===== config.mk =====
export PLATFORM = sky130hd
export DESIGN_NAME = interval_timers
export DESIGN_NICKNAME = d
export VERILOG_FILES = /design/src/rtl/timer_pkg.sv /design/src/rtl/timer_ctrl.sv /design/src/rtl/timer_unit.sv /design/src/rtl/interval_timers.sv
export SDC_FILE = /design/constraint.sdc
export NUM_CORES = 1
export LEC_CHECK = 0
export ABC_AREA = 1
export CAP_MARGIN = 20
export CORE_MARGIN = 8
export CORE_UTILIZATION = 31
export DETAILED_ROUTE_END_ITERATION = 12
export MAX_ROUTING_LAYER = met4
export REMOVE_ABC_BUFFERS = 1
export SYNTH_ARGS = -nofsm -noshare
export SYNTH_HDL_FRONTEND = slang
export SYNTH_SLANG_ARGS = --single-unit

===== constraint.sdc =====
create_clock -name clk -period 2.1 [get_ports clk]
set_input_delay 0.525 -clock clk [delete_from_list [all_inputs] [get_ports clk]]
set_output_delay 0.525 -clock clk [all_outputs]
set_load 0.02 [all_outputs]

===== src/rtl/timer_pkg.sv =====
package timer_pkg;
  localparam int TMR_COUNT = 3;
  localparam int ADDR_W    = 3;
  localparam int DATA_W    = 8;
  localparam int CNT_W     = 4;
  localparam int DIV_W     = 8;
  localparam logic [ADDR_W-1:0] ADDR_CTRL     = 3'd0;
  localparam logic [ADDR_W-1:0] ADDR_TGT_BASE = 3'd1;
  localparam logic [ADDR_W-1:0] ADDR_CNT_BASE = 3'd4;

  typedef struct packed {
    logic enabled;
    logic restart;
    logic clearCnt;
    logic loadTarget;
  } tmrStrobe_t;
endpackage


===== src/rtl/timer_ctrl.sv =====
module timer_ctrl
  import timer_pkg::*;
(
  input  logic                                  clk,
  input  logic                                  rstN,
  input  logic                                  busWrEn,
  input  logic                                  busRdEn,
  input  logic [ADDR_W-1:0]                     busAddr,
  input  logic [DATA_W-1:0]                     busWrData,
  input  logic [TMR_COUNT-1:0][CNT_W-1:0]       counts,
  output tmrStrobe_t [TMR_COUNT-1:0]            strobes,
  output logic [CNT_W-1:0]                      busRdData
);
  logic [TMR_COUNT-1:0] enReg;
  logic                 ctrlWrite;

  assign ctrlWrite = busWrEn && (busAddr == ADDR_CTRL);

  always_ff @(posedge clk) begin
    if (!rstN) enReg <= '0;
    else if (ctrlWrite) enReg <= busWrData[TMR_COUNT-1:0];
  end

  for (genvar i = 0; i < TMR_COUNT; i++) begin : g_strobe
    localparam logic [ADDR_W-1:0] TGT_ADDR = ADDR_TGT_BASE + ADDR_W'(i);
    localparam logic [ADDR_W-1:0] CNT_ADDR = ADDR_CNT_BASE + ADDR_W'(i);
    always_comb begin
      strobes[i].enabled    = enReg[i];
      strobes[i].restart    = ctrlWrite && busWrData[i] && !enReg[i];
      strobes[i].clearCnt   = (busRdEn || busWrEn) && (busAddr == CNT_ADDR);
      strobes[i].loadTarget = busWrEn && (busAddr == TGT_ADDR);
    end

    p_restart_edge_r6: assert property (@(posedge clk) disable iff (!rstN)
      strobes[i].restart |-> !enReg[i]);
    p_restart_sets_r6: assert property (@(posedge clk) disable iff (!rstN)
      strobes[i].restart |=> enReg[i]);
  end

  always_comb begin
    busRdData = '0;
    for (int i = 0; i < TMR_COUNT; i++)
      if (busAddr == ADDR_CNT_BASE + ADDR_W'(i)) busRdData = counts[i];
  end

  p_no_read_outside_r8: assert property (@(posedge clk) disable iff (!rstN)
    (busAddr < ADDR_CNT_BASE) |-> (busRdData == '0));
endmodule


===== src/rtl/timer_unit.sv =====
module timer_unit
  import timer_pkg::*;
#(
  parameter int PRESCALE = 128
)(
  input  logic              clk,
  input  logic              rstN,
  input  logic              baseTick,
  input  tmrStrobe_t        strobe,
  input  logic [DATA_W-1:0] wrData,
  output logic [CNT_W-1:0]  count
);
  localparam int PRE_W = (PRESCALE > 1) ? $clog2(PRESCALE) : 1;
  localparam logic [PRE_W-1:0] PRE_LAST = PRE_W'(PRESCALE - 1);

  logic [PRE_W-1:0] preCnt;
  logic [DIV_W-1:0] divider;
  logic [DIV_W-1:0] target;
  logic [DIV_W:0]   period;
  logic             tick;
  logic             wrapDiv;

  assign period  = (target == '0) ? (DIV_W+1)'(1 << DIV_W) : {1'b0, target};
  assign tick    = strobe.enabled && baseTick && (preCnt == PRE_LAST);
  assign wrapDiv = tick && (({1'b0, divider} + 1'b1) == period);

  always_ff @(posedge clk) begin
    if (!rstN) begin
      preCnt  <= '0;
      divider <= '0;
      target  <= '0;
      count   <= '0;
    end else begin
      if (strobe.loadTarget) target <= wrData;
      if (strobe.restart) begin
        preCnt  <= '0;
        divider <= '0;
        count   <= '0;
      end else begin
        if (strobe.enabled && baseTick) preCnt <= tick ? '0 : preCnt + 1'b1;
        if (tick) divider <= wrapDiv ? '0 : divider + 1'b1;
        count <= (strobe.clearCnt ? '0 : count) + CNT_W'(wrapDiv);
      end
    end
  end

  p_disabled_hold_r7: assert property (@(posedge clk) disable iff (!rstN)
    (!strobe.enabled && !strobe.restart && !strobe.clearCnt) |=> $stable(count));
  p_restart_zero_r6: assert property (@(posedge clk) disable iff (!rstN)
    strobe.restart |=> (count == '0 && divider == '0));
  p_count_step_r3: assert property (@(posedge clk) disable iff (!rstN)
    (!strobe.restart && !strobe.clearCnt) |=>
      (count == $past(count) || count == $past(count) + 1'b1));
  p_clear_low_r9: assert property (@(posedge clk) disable iff (!rstN)
    (strobe.clearCnt && !strobe.restart) |=> (count <= CNT_W'(1)));
endmodule


===== src/rtl/interval_timers.sv =====
module interval_timers
  import timer_pkg::*;
#(
  parameter int PRE_SLOW   = 128,
  parameter int PRE_FAST   = 16,
  parameter int FAST_INDEX = 2
)(
  input  logic              clk,
  input  logic              rstN,
  input  logic              baseTick,
  input  logic              busWrEn,
  input  logic              busRdEn,
  input  logic [ADDR_W-1:0] busAddr,
  input  logic [DATA_W-1:0] busWrData,
  output logic [CNT_W-1:0]  busRdData
);
  tmrStrobe_t [TMR_COUNT-1:0]      strobes;
  logic [TMR_COUNT-1:0][CNT_W-1:0] counts;

  timer_ctrl u_ctrl (
    .clk(clk), .rstN(rstN), .busWrEn(busWrEn), .busRdEn(busRdEn),
    .busAddr(busAddr), .busWrData(busWrData), .counts(counts),
    .strobes(strobes), .busRdData(busRdData)
  );

  for (genvar i = 0; i < TMR_COUNT; i++) begin : g_tmr
    localparam int PRE = (i == FAST_INDEX) ? PRE_FAST : PRE_SLOW;
    timer_unit #(.PRESCALE(PRE)) u_unit (
      .clk(clk), .rstN(rstN), .baseTick(baseTick), .strobe(strobes[i]),
      .wrData(busWrData), .count(counts[i])
    );
  end
endmodule


==> flow_metrics.py <==
metrics = {
    "worst_hold_path": {
        "holdCritStartpoint": "g_tmr[0].u_unit.divider[6]",
        "hold_path_class": "reg -> reg",
        "hold_depth": 2,
        "holdPathEnd": "g_tmr[0].u_unit.divider[6]",
    },
    "layout": {
        "area_growth_pct": 43.0,
        "drive_gt1_frac": 0.311,
        "nFillCells": 1377,
        "nets": 824,
        "design_area_um2": 6330,
        "most-common-layout-cells": "162 x nand2_1, 94 x buf_4, 79 x inv_1",
        "antennaDiodeCount": 0,
        "layout_commonest_cell": "nand2_1",
        "seqCellArea_um2": 1650,
        "multi_input_area_um2": 2850,
    },
    "timing": {
        "skew_ps": 7.48,
        "rsz0062_at_grt": "yes",
        "fmax_mhz": 478,
        "period_share": 0.997,
        "fin_setup_tns_ps": 0,
        "slew_headroom": 0.627,
        "worst_pin_slew_ps": 558,
        "maxSlewViolCount": 0,
        "period_needed_ps": 2090,
        "hold_viol_final": 0,
        "timing.hold.ws_ps": 455,
        "setup_violations": 0,
    },
    "route": {
        "drtIter0Drc": 286,
        "met1_length_um": 5500,
        "wl_met3_um": 405,
        "vias_per_cell": 4.55,
        "routed_wl_um": 11500,
        "routed-wl-met2_um": 5420,
        "postRouteAntennaNets": 0,
        "highest_layer": "met4",
        "wl_per_cell_um": 11.7,
        "first_pass_iters": 4,
        "vias": 4460,
        "drcViolationCount": 0,
    },
    "global_routing": {
        "antenna_found_initial": 0,
        "gr-usage-all-layers": 0.131,
        "grt_max_degree": 24,
        "grt-ovfl-total": 0,
        "first_global_vias": 4343,
        "grt_first_pass_wirelength_um": 19200,
    },
    "critical_path": {
        "rrSetupSlack_ps": 7,
        "arrival_ps": 2360,
        "reg2reg_to": "g_tmr[2].u_unit.count[3]",
        "reg2reg_from": "g_tmr[2].u_unit.divider[0]",
        "worst_path_max_delay_cell": "dfxtp_2",
        "criticalPathCategory": "reg -> reg",
        "cp-start-kind": "flip-flop",
        "path_max_fanout": 2,
        "crit_top_cell": "nand2_2",
        "required_ps": 2360,
        "path_cells": "ha_4 > buf_6 > inv_2 > nand2_2 > nand2_2 > nand2_2 > nand2_2 > nand2_2 > nor3_2 > nand3_1 > nor3_2 > ha_2 > nand3_2 > xor2_1 > nor3_1",
        "crit_path_max_incr_delay_ps": 330,
        "critPathCaptureType": "flip-flop",
        "rr_worst_depth": 15,
    },
    "synthesis": {
        "synth.distinct_cells": 33,
        "ys_ff_latch": 81,
        "syn_area_um2": 4430,
        "synth.avg_cell_area_um2": 6.52,
        "ys_seq_area_frac": 0.366,
        "synth_cells": 679,
        "synth-async-reset-ratio": 0,
        "synth_edf_count": 0,
        "synth-main-ff-cell": "dfxtp_1",
        "synth_warnings": 0,
    },
    "clocking": {
        "clkTransAtPathRegs_ps": 60,
        "root_buffer": "clkbuf_16",
        "cts_buffers": 9,
        "htreeDepth": 3,
        "clk_path_buf_depth": 2,
        "clk_latency_ps": 340,
        "cts.hold.buffers_added": 0,
        "cts_sinks": 81,
        "cts_tree": "built",
    },
    "power_and_ir_drop": {
        "powerDensity_nw_per_um2": 562,
        "vdd_ir_drop_max_mv": 0.457,
        "power.leakage_nw": 2.63,
        "power_w": 0.00356,
    },
    "placed_design": {
        "hpwl_um": 7910,
        "placed_cell_area_um2": 5340,
        "io_buffers": 19,
        "place.gp.congestion": 0.826,
    },
    "floorplanning": {
        "fp-row-count": 43,
        "die_w_um": 136,
        "die-height_um": 136,
        "ios": 20,
        "die_area_um2": 18400,
        "initial_utilization": 0.318,
        "coreArea_um2": 13900,
    },
    "run": {
        "maxCapViolCount": 0,
    },
    "run_status": {
        "status": "finished, final reports clean",
    },
}
==> report_power, final <==
part / leakage, nW / switching [W] / internal, W / total, W
clock network: 0.161 / 0.000655 / 0.00108 / 0.00174
registers: 0.662 / 0.0000140 / 0.00155 / 0.00156
logic: 1.81 / 0.000149 / 0.000111 / 0.000260
total: 2.63 / 0.000818 / 0.00274 / 0.00356
==> cell type report <==
| cell class | count | share of cell area |
|---|---|---|
| Clock buffer | 11 | 0.0383 |
| Clock inverter | 5 | 0.0136 |
| Inverter | 98 | 0.0593 |
| Multi-Input combinational cell | 491 | 0.449 |
| Sequential cell | 81 | 0.260 |
| Tap cell | 180 | 0.0356 |
| Timing Repair Buffer | 115 | 0.143 |
==> logic make-up (layout without fill, tap and decap cells) <==
| kind of cell | after synthesis | after routing | share of synthesized area |
|---|---|---|---|
| simple gates | 369 | 369 | 0.362 |
| buf+inv | 107 | 229 | 0.0913 |
| xor+xnor | 21 | 21 | 0.0415 |
| flops | 81 | 81 | 0.366 |
| compound gates | 89 | 89 | 0.105 |
| fa+ha+maj | 12 | 12 | 0.0339 |
==> synth_stat cells, types with 2 or more instances <==
library cell,count,share of area
a21oi_1,49,0.055
or2_2,3,0.0042
nand4_1,4,0.0057
inv_1,93,0.079
nand2_1,185,0.16
nand2_2,9,0.013
o21ai_0,30,0.034
clkbuf_1,6,0.0051
xor2_1,15,0.030
nor3_1,10,0.011
o21ai_1,2,0.0023
nand3b_1,3,0.0051
xnor2_1,6,0.012
nor2_1,88,0.075
nor3_2,3,0.0068
inv_2,5,0.0042
nand3_2,2,0.0045
or2_1,3,0.0042
nand3_1,50,0.057
dfxtp_1,81,0.37
ha_1,12,0.034
o211ai_1,4,0.0068
nor2_2,4,0.0057
nor2_4,3,0.0076
==> critical path: cells and delay by family (launching register included) <==
kind,cells,cell delay [ps]
xor+xnor,1,140
fa+ha+maj,2,420
buf+inv,2,160
flops,1,330
simple gates,10,970
==> per-stage QoR <==
stage,util,cells,worst slack [ps]
finish,0.454,981,6.80
global route,0.454,981,-137
CTS,0.428,978,-29.0
detailed placement,0.383,940,-743
global placement,0.383,940,-671
floorplan,-,670,-31.7
==> flip-flops by register name, indices dropped and copies added, names as in the netlist <==
register	flops
g_tmr.u_unit.divider	24
g_tmr.u_unit.count	12
g_tmr.u_unit.target	24
g_tmr.u_unit.preCnt	18
u_ctrl.enReg	3
==> what timing repair did <==
item,CTS,global route
setup endpoints to repair,14,22
buffers inserted,22,8
pin swaps,24,55
gates resized for setup,70,99
==> layer usage <==
metal / vias to the layer above / GRT usage
met5: - / -
met4: 0 / 0.0364
met3: 18 / 0.0349
met2: 64 / 0.214
met1: 2002 / 0.156
li1: 2376 / -
==> worst max path at each step <==
stage | cells after the start | from | slack, ps | end
2_1_floorplan | 14 | g_tmr[1].u_unit.divider[0] | -30 | g_tmr[1].u_unit.count[2]
3_3_place_gp | 8 | busAddr[1] | -670 | busRdData[0]
3_5_place_dp | 13 | baseTick | -740 | g_tmr[2].u_unit.count[3]
4_1_cts | 12 | g_tmr[2].u_unit.divider[1] | -30 | g_tmr[2].u_unit.count[3]
5_1_grt | 14 | g_tmr[2].u_unit.divider[0] | -140 | g_tmr[2].u_unit.count[3]
6_report | 15 | g_tmr[2].u_unit.divider[0] | 7 | g_tmr[2].u_unit.count[3]
Power figures use the tool's default switching activity.
